$ cat config.mk
export PLATFORM = sky130hd
export DESIGN_NAME = swb_txn_seq
export DESIGN_NICKNAME = d
export VERILOG_FILES = /design/src/rtl/swb_pkg.sv /design/src/rtl/swb_tick_timer.sv /design/src/rtl/swb_req_track.sv /design/src/rtl/swb_txn_seq.sv
export SDC_FILE = /design/constraint.sdc
export NUM_CORES = 1
export LEC_CHECK = 0
export ABC_AREA = 0
export ABC_CLOCK_PERIOD_IN_PS = 2850
export BUFFER_PORTS_ARGS = -buffer_cell sky130_fd_sc_hd__buf_4
export CORE_UTILIZATION = 55
export CTS_CLUSTER_SIZE = 16
export DETAILED_ROUTE_END_ITERATION = 7
export PLACE_DENSITY = 0.8
export SLEW_MARGIN = 20
export SYNTH_ARGS = -nofsm -noshare
export SYNTH_HDL_FRONTEND = slang
export SYNTH_SLANG_ARGS = --single-unit
export TNS_END_PERCENT = 20
$ cat constraint.sdc
create_clock -name clk -period 2.85 [get_ports clk]
set_input_delay 0.57 -clock clk [delete_from_list [all_inputs] [get_ports clk]]
set_output_delay 0.57 -clock clk [all_outputs]
set_load 0.05 [all_outputs]
$ cat src/rtl/swb_pkg.sv
// Shared types and helpers for the single-wire transaction sequencer.
// Assumes all timing values are positive microsecond counts.
package swb_pkg;

    typedef enum logic [3:0] {
        S_IDLE, S_BREAK, S_RECOV, S_CMD, S_GAP, S_DATA, S_TAIL, S_WAITRX, S_RX
    } seq_state_t;

    // Convert a duration in microseconds into sample ticks, never below one.
    function automatic int us_to_ticks(input int us, input int per_us);
        int t;
        t = us / per_us;
        return (t < 1) ? 1 : t;
    endfunction

endpackage

$ cat src/rtl/swb_tick_timer.sv
// Loadable down-counter clocked by the sample tick.
// Assumes load wins over counting; the counter holds at zero.
module swb_tick_timer #(
    parameter int W = 8
) (
    input  logic         clk,
    input  logic         rst_n,
    input  logic         tick,
    input  logic         load,
    input  logic [W-1:0] load_val,
    output logic         last
);
    logic [W-1:0] cnt;

    // Count down one per tick, or take a new length.
    always_ff @(posedge clk) begin
        if (!rst_n)                  cnt <= '0;
        else if (load)               cnt <= load_val;
        else if (tick && cnt != '0)  cnt <= cnt - 1'b1;
    end

    assign last = (cnt == W'(1));

    assert_hold_zero_R5: assert property (@(posedge clk) disable iff (!rst_n)
        (!load && cnt == '0) |=> (cnt == '0));
endmodule

$ cat src/rtl/swb_req_track.sv
// Request and completion counters; busy while they differ.
// Assumes finish is raised only while busy.
module swb_req_track #(
    parameter int CNT_W = 4
) (
    input  logic             clk,
    input  logic             rst_n,
    input  logic             req,
    input  logic             finish,
    output logic [CNT_W-1:0] req_cnt,
    output logic [CNT_W-1:0] done_cnt,
    output logic             busy,
    output logic             accept
);
    assign busy   = (req_cnt != done_cnt);
    assign accept = req && !busy;

    // Bump the request counter on an accepted request.
    always_ff @(posedge clk) begin
        if (!rst_n)      req_cnt <= '0;
        else if (accept) req_cnt <= req_cnt + 1'b1;
    end

    // Catch up to the request counter when a transaction ends.
    always_ff @(posedge clk) begin
        if (!rst_n)      done_cnt <= '0;
        else if (finish) done_cnt <= req_cnt;
    end

    assert_req_ignored_R2: assert property (@(posedge clk) disable iff (!rst_n)
        (busy && req) |=> (req_cnt == $past(req_cnt)));
    assert_done_catchup_R9: assert property (@(posedge clk) disable iff (!rst_n)
        !$stable(done_cnt) |-> (done_cnt == req_cnt));
endmodule

$ cat src/rtl/swb_txn_seq.sv
// Single-wire bus transaction sequencer: break, recovery, command byte,
// then a data byte (write) or a handover to the receiver (read).
// Assumes external bit transmitter/receiver with one-clock start/done pulses.
module swb_txn_seq import swb_pkg::*; #(
    parameter int SAMPLE_PERIOD_US = 10,
    parameter int BREAK_US         = 250,
    parameter int RECOV_US         = 60,
    parameter int WR_GAP_US        = 300,
    parameter int RX_WAIT_US       = 2500,
    parameter int CNT_W            = 4
) (
    input  logic             clk,
    input  logic             rst_n,
    input  logic             tick,
    input  logic             req,
    input  logic [6:0]       cmd_addr,
    input  logic             cmd_wr,
    input  logic [7:0]       cmd_wdata,
    input  logic             line_in,
    output logic             line_low,
    output logic             tx_start,
    output logic [7:0]       tx_byte,
    input  logic             tx_done,
    output logic             rx_start,
    input  logic             rx_done,
    input  logic [7:0]       rx_byte,
    input  logic [1:0]       rx_err,
    output logic             busy,
    output logic [CNT_W-1:0] req_count,
    output logic [CNT_W-1:0] done_count,
    output logic [7:0]       rd_data,
    output logic [1:0]       err_code
);
    localparam int T_BRK  = us_to_ticks(BREAK_US,   SAMPLE_PERIOD_US);
    localparam int T_REC  = us_to_ticks(RECOV_US,   SAMPLE_PERIOD_US);
    localparam int T_GAP  = us_to_ticks(WR_GAP_US,  SAMPLE_PERIOD_US);
    localparam int T_RXW  = us_to_ticks(RX_WAIT_US, SAMPLE_PERIOD_US);
    localparam int T_MAX  = (T_RXW > T_GAP) ? ((T_RXW > T_BRK) ? T_RXW : T_BRK)
                                            : ((T_GAP > T_BRK) ? T_GAP : T_BRK);
    localparam int TW     = $clog2(T_MAX + 1);

    seq_state_t     state, nxt;
    logic           accept, fin, tmr_last, ld;
    logic [TW-1:0]  ldv;
    logic [7:0]     cmd_q, wdat_q, rx_q, go_byte;
    logic [1:0]     rxe_q, fin_err;
    logic           tx_seen, rx_seen, go_tx, go_rx, brk_set, brk_clr, fin_rd;

    swb_req_track #(.CNT_W(CNT_W)) u_trk (
        .clk(clk), .rst_n(rst_n), .req(req), .finish(fin),
        .req_cnt(req_count), .done_cnt(done_count), .busy(busy), .accept(accept)
    );

    swb_tick_timer #(.W(TW)) u_tmr (
        .clk(clk), .rst_n(rst_n), .tick(tick), .load(ld), .load_val(ldv),
        .last(tmr_last)
    );

    // Next-state and action decode; only a tick can move the sequence.
    always_comb begin
        nxt = state; ld = 1'b0; ldv = '0; fin = 1'b0; fin_err = 2'd0;
        fin_rd = 1'b0; go_tx = 1'b0; go_byte = cmd_q; go_rx = 1'b0;
        brk_set = 1'b0; brk_clr = 1'b0;
        if (tick) begin
            unique case (state)
                S_IDLE:   if (busy) begin
                              nxt = S_BREAK; ld = 1'b1; ldv = TW'(T_BRK); brk_set = 1'b1;
                          end
                S_BREAK:  if (tmr_last) begin
                              nxt = S_RECOV; ld = 1'b1; ldv = TW'(T_REC); brk_clr = 1'b1;
                          end
                S_RECOV:  if (tmr_last) begin
                              nxt = S_CMD; go_tx = 1'b1; go_byte = cmd_q;
                          end
                S_CMD:    if (tx_seen) begin
                              ld = 1'b1;
                              if (cmd_q[7]) begin nxt = S_GAP;    ldv = TW'(T_GAP); end
                              else          begin nxt = S_WAITRX; ldv = TW'(T_RXW); end
                          end
                S_GAP:    if (tmr_last) begin
                              nxt = S_DATA; go_tx = 1'b1; go_byte = wdat_q;
                          end
                S_DATA:   if (tx_seen) begin
                              nxt = S_TAIL; ld = 1'b1; ldv = TW'(T_GAP);
                          end
                S_TAIL:   if (tmr_last) begin
                              nxt = S_IDLE; fin = 1'b1; fin_err = 2'd0;
                          end
                S_WAITRX: if (!line_in) begin
                              nxt = S_RX; go_rx = 1'b1;
                          end else if (tmr_last) begin
                              nxt = S_IDLE; fin = 1'b1; fin_err = 2'd1;
                          end
                S_RX:     if (rx_seen) begin
                              nxt = S_IDLE; fin = 1'b1; fin_err = rxe_q; fin_rd = 1'b1;
                          end
                default:  nxt = S_IDLE;
            endcase
        end
    end

    // Sequencer state, line drive and handshake pulses.
    always_ff @(posedge clk) begin
        if (!rst_n) begin
            state <= S_IDLE; line_low <= 1'b0; tx_start <= 1'b0; tx_byte <= '0;
            rx_start <= 1'b0; rd_data <= '0; err_code <= '0;
        end else begin
            state    <= nxt;
            tx_start <= go_tx;
            rx_start <= go_rx;
            if (go_tx)        tx_byte  <= go_byte;
            if (brk_set)      line_low <= 1'b1;
            else if (brk_clr) line_low <= 1'b0;
            if (fin)          err_code <= fin_err;
            if (fin_rd)       rd_data  <= rx_q;
        end
    end

    // Remember done pulses until the next tick consumes them.
    always_ff @(posedge clk) begin
        if (!rst_n || nxt != state) begin
            tx_seen <= 1'b0; rx_seen <= 1'b0;
        end else begin
            if (tx_done) tx_seen <= 1'b1;
            if (rx_done) rx_seen <= 1'b1;
        end
    end

    // Capture the receiver result with its done pulse.
    always_ff @(posedge clk) begin
        if (!rst_n)       begin rx_q <= '0; rxe_q <= '0; end
        else if (rx_done) begin rx_q <= rx_byte; rxe_q <= rx_err; end
    end

    // Take the command and data bytes when a request is accepted.
    always_ff @(posedge clk) begin
        if (!rst_n)      begin cmd_q <= '0; wdat_q <= '0; end
        else if (accept) begin cmd_q <= {cmd_wr, cmd_addr}; wdat_q <= cmd_wdata; end
    end

    assert_active_busy_R2: assert property (@(posedge clk) disable iff (!rst_n)
        (state != S_IDLE) |-> busy);
    assert_drive_in_break_R10: assert property (@(posedge clk) disable iff (!rst_n)
        line_low |-> (state == S_BREAK));
    assert_tx_pulse_R4: assert property (@(posedge clk) disable iff (!rst_n)
        tx_start |=> !tx_start);
    assert_rx_pulse_R7: assert property (@(posedge clk) disable iff (!rst_n)
        rx_start |=> !rx_start);
    assert_move_on_tick_R5: assert property (@(posedge clk) disable iff (!rst_n)
        !tick |=> $stable(state));
    assert_start_exclusive_R6: assert property (@(posedge clk) disable iff (!rst_n)
        !(tx_start && rx_start));
endmodule

==> impl_metrics.ini <==
[pwr]
p_sw_frac = 0.354
clkPwrFrac = 0.273
ir_drop_uv = 527
seqPwrFrac = 0.426
p_total_w = 0.00287
share_comb_of_total_power = 0.301
p_int_w = 0.00186
switching_power_w = 0.00102
leakage_nw = 1.64
power_density_mw_per_mm2 = 742

[detailed_routing]
first_iter_violations = 254
ant_nets = 0
via_per_inst = 5.70
drcViolationCount = 0
wl_per_cell_um = 14.9
routed_wl_um = 7090
vias = 2715
dr.pass1.iters = 4

[finish]
diodes = 0
syn_to_final_growth_pct = 21.9
drive_gt1_frac = 0.248
final_util = 0.699
fillers = 479
finish.instance_area_mm2 = 0.00387
final_nets = 436

[worst_setup_path]
crit_end = busy
cp.buffers_inverters = 2
required_ps = 2280
rr_endpoint = tx_byte[3]
cp_top_family = simple AND/OR/NAND/NOR gates
reg2reg_setup_slack_ps = 580
cp_cell_sequence = xor2_1 -> nor4_4 -> inv_1 -> buf_4
cp_slowest_stage_delay_ps = 570
cp.arrival_ps = 1790
r2r-start = state[1]
path_class = reg2out
path_max_fanout = 6
r2r_cells = 5
cp_slowest_cell = nor4_4
cp-start-kind = flop
crit_path_end_kind = output port
crit_cells = 4
crit_start = u_trk.req_cnt[3]

[global_routing]
grt_pass1_vias = 2490
grt-ovfl-total = 0
grt.total_usage = 0.243
antenna_found_initial = 0
grt_first_pass_wirelength_um = 11500
grt_max_degree = 55

[sta]
min_period_over_period = 0.830
rsz0062_at_grt = no
clock-skew-final_ps = 8.63
setup_viol = 0
tns_ps = 0
clock.fmax_mhz = 423
min_period_ps = 2360
finalHoldViolations = 0
tightest_slew_ps = 683
fin_ws_ps = 485
relSlewSlack = 0.543
slew_violations = 0

[synth]
yosysTopAreaCellShare = 0.435
synth.area.top_cells = dfxtp_1, mux2i_1, nor2_1, a21oi_1, nand2_1
async_flop_share = 0
syn_nets = 377
ys_types = 57
yosysMostFrequentCell = dfxtp_1
synth-edff-count = 0
avgSynthCellArea_um2 = 9.32
ys_seq_area_frac = 0.435
synthCells = 341
ys_ff_latch = 69
synth_top_flop_cell = dfxtp_1
synth.cell_area_mm2 = 0.00318
yosysWarningCount = 0
yosys-top-cells-count = dfxtp_1, nor2_1, mux2i_1
yosysTopAreaCell = dfxtp_1

[clock_network]
cts_root_buffer = clkbuf_8
postCtsSetupBuffers = 0
insertion_delay_ps = 350
cts_resized = 0
cts_buffers = 9
cts_hold_buf = 0
clk_pin_slew_ps = 70
cts_tree = yes
cts_num_sinks = 69
htree_levels = 3
clk_path_buf_depth = 2

[floorplan]
die_w_um = 78
ios = 63
fp.dieH_um = 78
row_count = 27
dieArea_mm2 = 0.00608
core_area_mm2 = 0.00554
initial_utilization = 0.573

[placement]
pre_cts_slack_ps = 566
place_area_mm2 = 0.00368
hpwl_um = 4870
globalplace.congestion = 0.919
numPortBuffers = 62

[flow_run]
maxCapViolCount = 0

[outcome]
outcome = finished, final reports clean

[worst_hold_path]
hold_path_class = in2reg
-- placed cells by master (no fill, tap or decap), types with 3 or more instances in the layout --
cell        n
dfxtp_1    69
buf_4      65
nor2_1     54
mux2i_1    40
nand2_1    21
a21oi_1    20
nand3_1    14
clkbuf_8    9
nor3_1      7
a211oi_1    7
o21ai_0     6
xor2_1      5
xnor2_1     5
inv_1       4
or3_1       4
nor3b_1     4
a311oi_1    4
nand2b_1    3
nor3_4      3
nor2b_1     3
and2_1      3
a211o_1     3
o2bb2ai_1   3
ha_1        3
-- power by group through the flow --
stage | sequential, W | combinational (W) | clock [W]
6_report | 0.00122 | 0.000864 | 0.000784
3_3_place_gp | 0.00124 | 0.000840 | 0
5_1_grt | 0.00124 | 0.000941 | 0.000836
3_5_place_dp | 0.00124 | 0.000856 | 0
4_1_cts | 0.00122 | 0.000862 | 0.000792
2_1_floorplan | 0.00124 | 0.000654 | 0
-- worst register-to-register path: stages (launching register included) --
cell and delay [ps]:
dfxtp_1 640, xnor2_1 190, or3_1 420, nor3_4 560, nor2_1 130, a211oi_1 250
-- worst min path at each step --
stage | cells past startpoint | start | end
3_3_place_gp | 2 | rd_data[4] | rd_data[4]
2_1_floorplan | 2 | rx_q[0] | rd_data[0]
4_1_cts | 3 | cmd_addr[3] | cmd_q[3]
5_1_grt | 3 | rx_byte[2] | rx_q[2]
3_5_place_dp | 2 | rd_data[3] | rd_data[3]
6_report | 3 | cmd_addr[3] | cmd_q[3]
-- cell type report --
class	count	area, µm²	share of cell area
Inverter	6	22.5	0.00582
Clock buffer	9	124	0.0320
Sequential cell	69	1380	0.357
Clock inverter	6	63.8	0.0165
Multi-Input combinational cell	249	1700	0.440
Timing Repair Buffer	65	488	0.126
Tap cell	72	90.1	0.0233
-- layer usage --
layer,GRT usage,vias up,part of all wire
met4,0.122,0,0.021
met2,0.371,107,0.46
met3,0.0776,16,0.084
li1,-,1331,-
met5,0,-,0
met1,0.309,1261,0.44
-- sequential cells by signal, summed over array words and instances, names as in the netlist --
signal,cells
tx_byte,8
line_low,1
u_tmr.cnt,8
cmd_q,8
rd_data,8
tx_start,1
rx_seen,1
rxe_q,2
u_trk.req_cnt,4
err_code,2
rx_start,1
tx_seen,1
u_trk.done_cnt,4
state,4
wdat_q,8
rx_q,8
-- cells by family after synthesis --
logic type                 after synthesis  share of synthesized area
muxes                                   40                      0.126
xor gates and xnor gates                10                     0.0276
DFF                                     69                      0.435
AOI/OAI and AO/OA                       60                      0.135
adders and majority gates                3                     0.0118
buffers and inverters                   23                     0.0311
and+or+nand+nor                        136                      0.234
-- per-stage QoR --
stage,instances,hold WS [ps]
after floorplan,341,443
after global placement,461,444
after detailed placement,461,450
after CTS,476,443
after global routing,476,449
final,476,452
(Power assumes the default switching activity.)
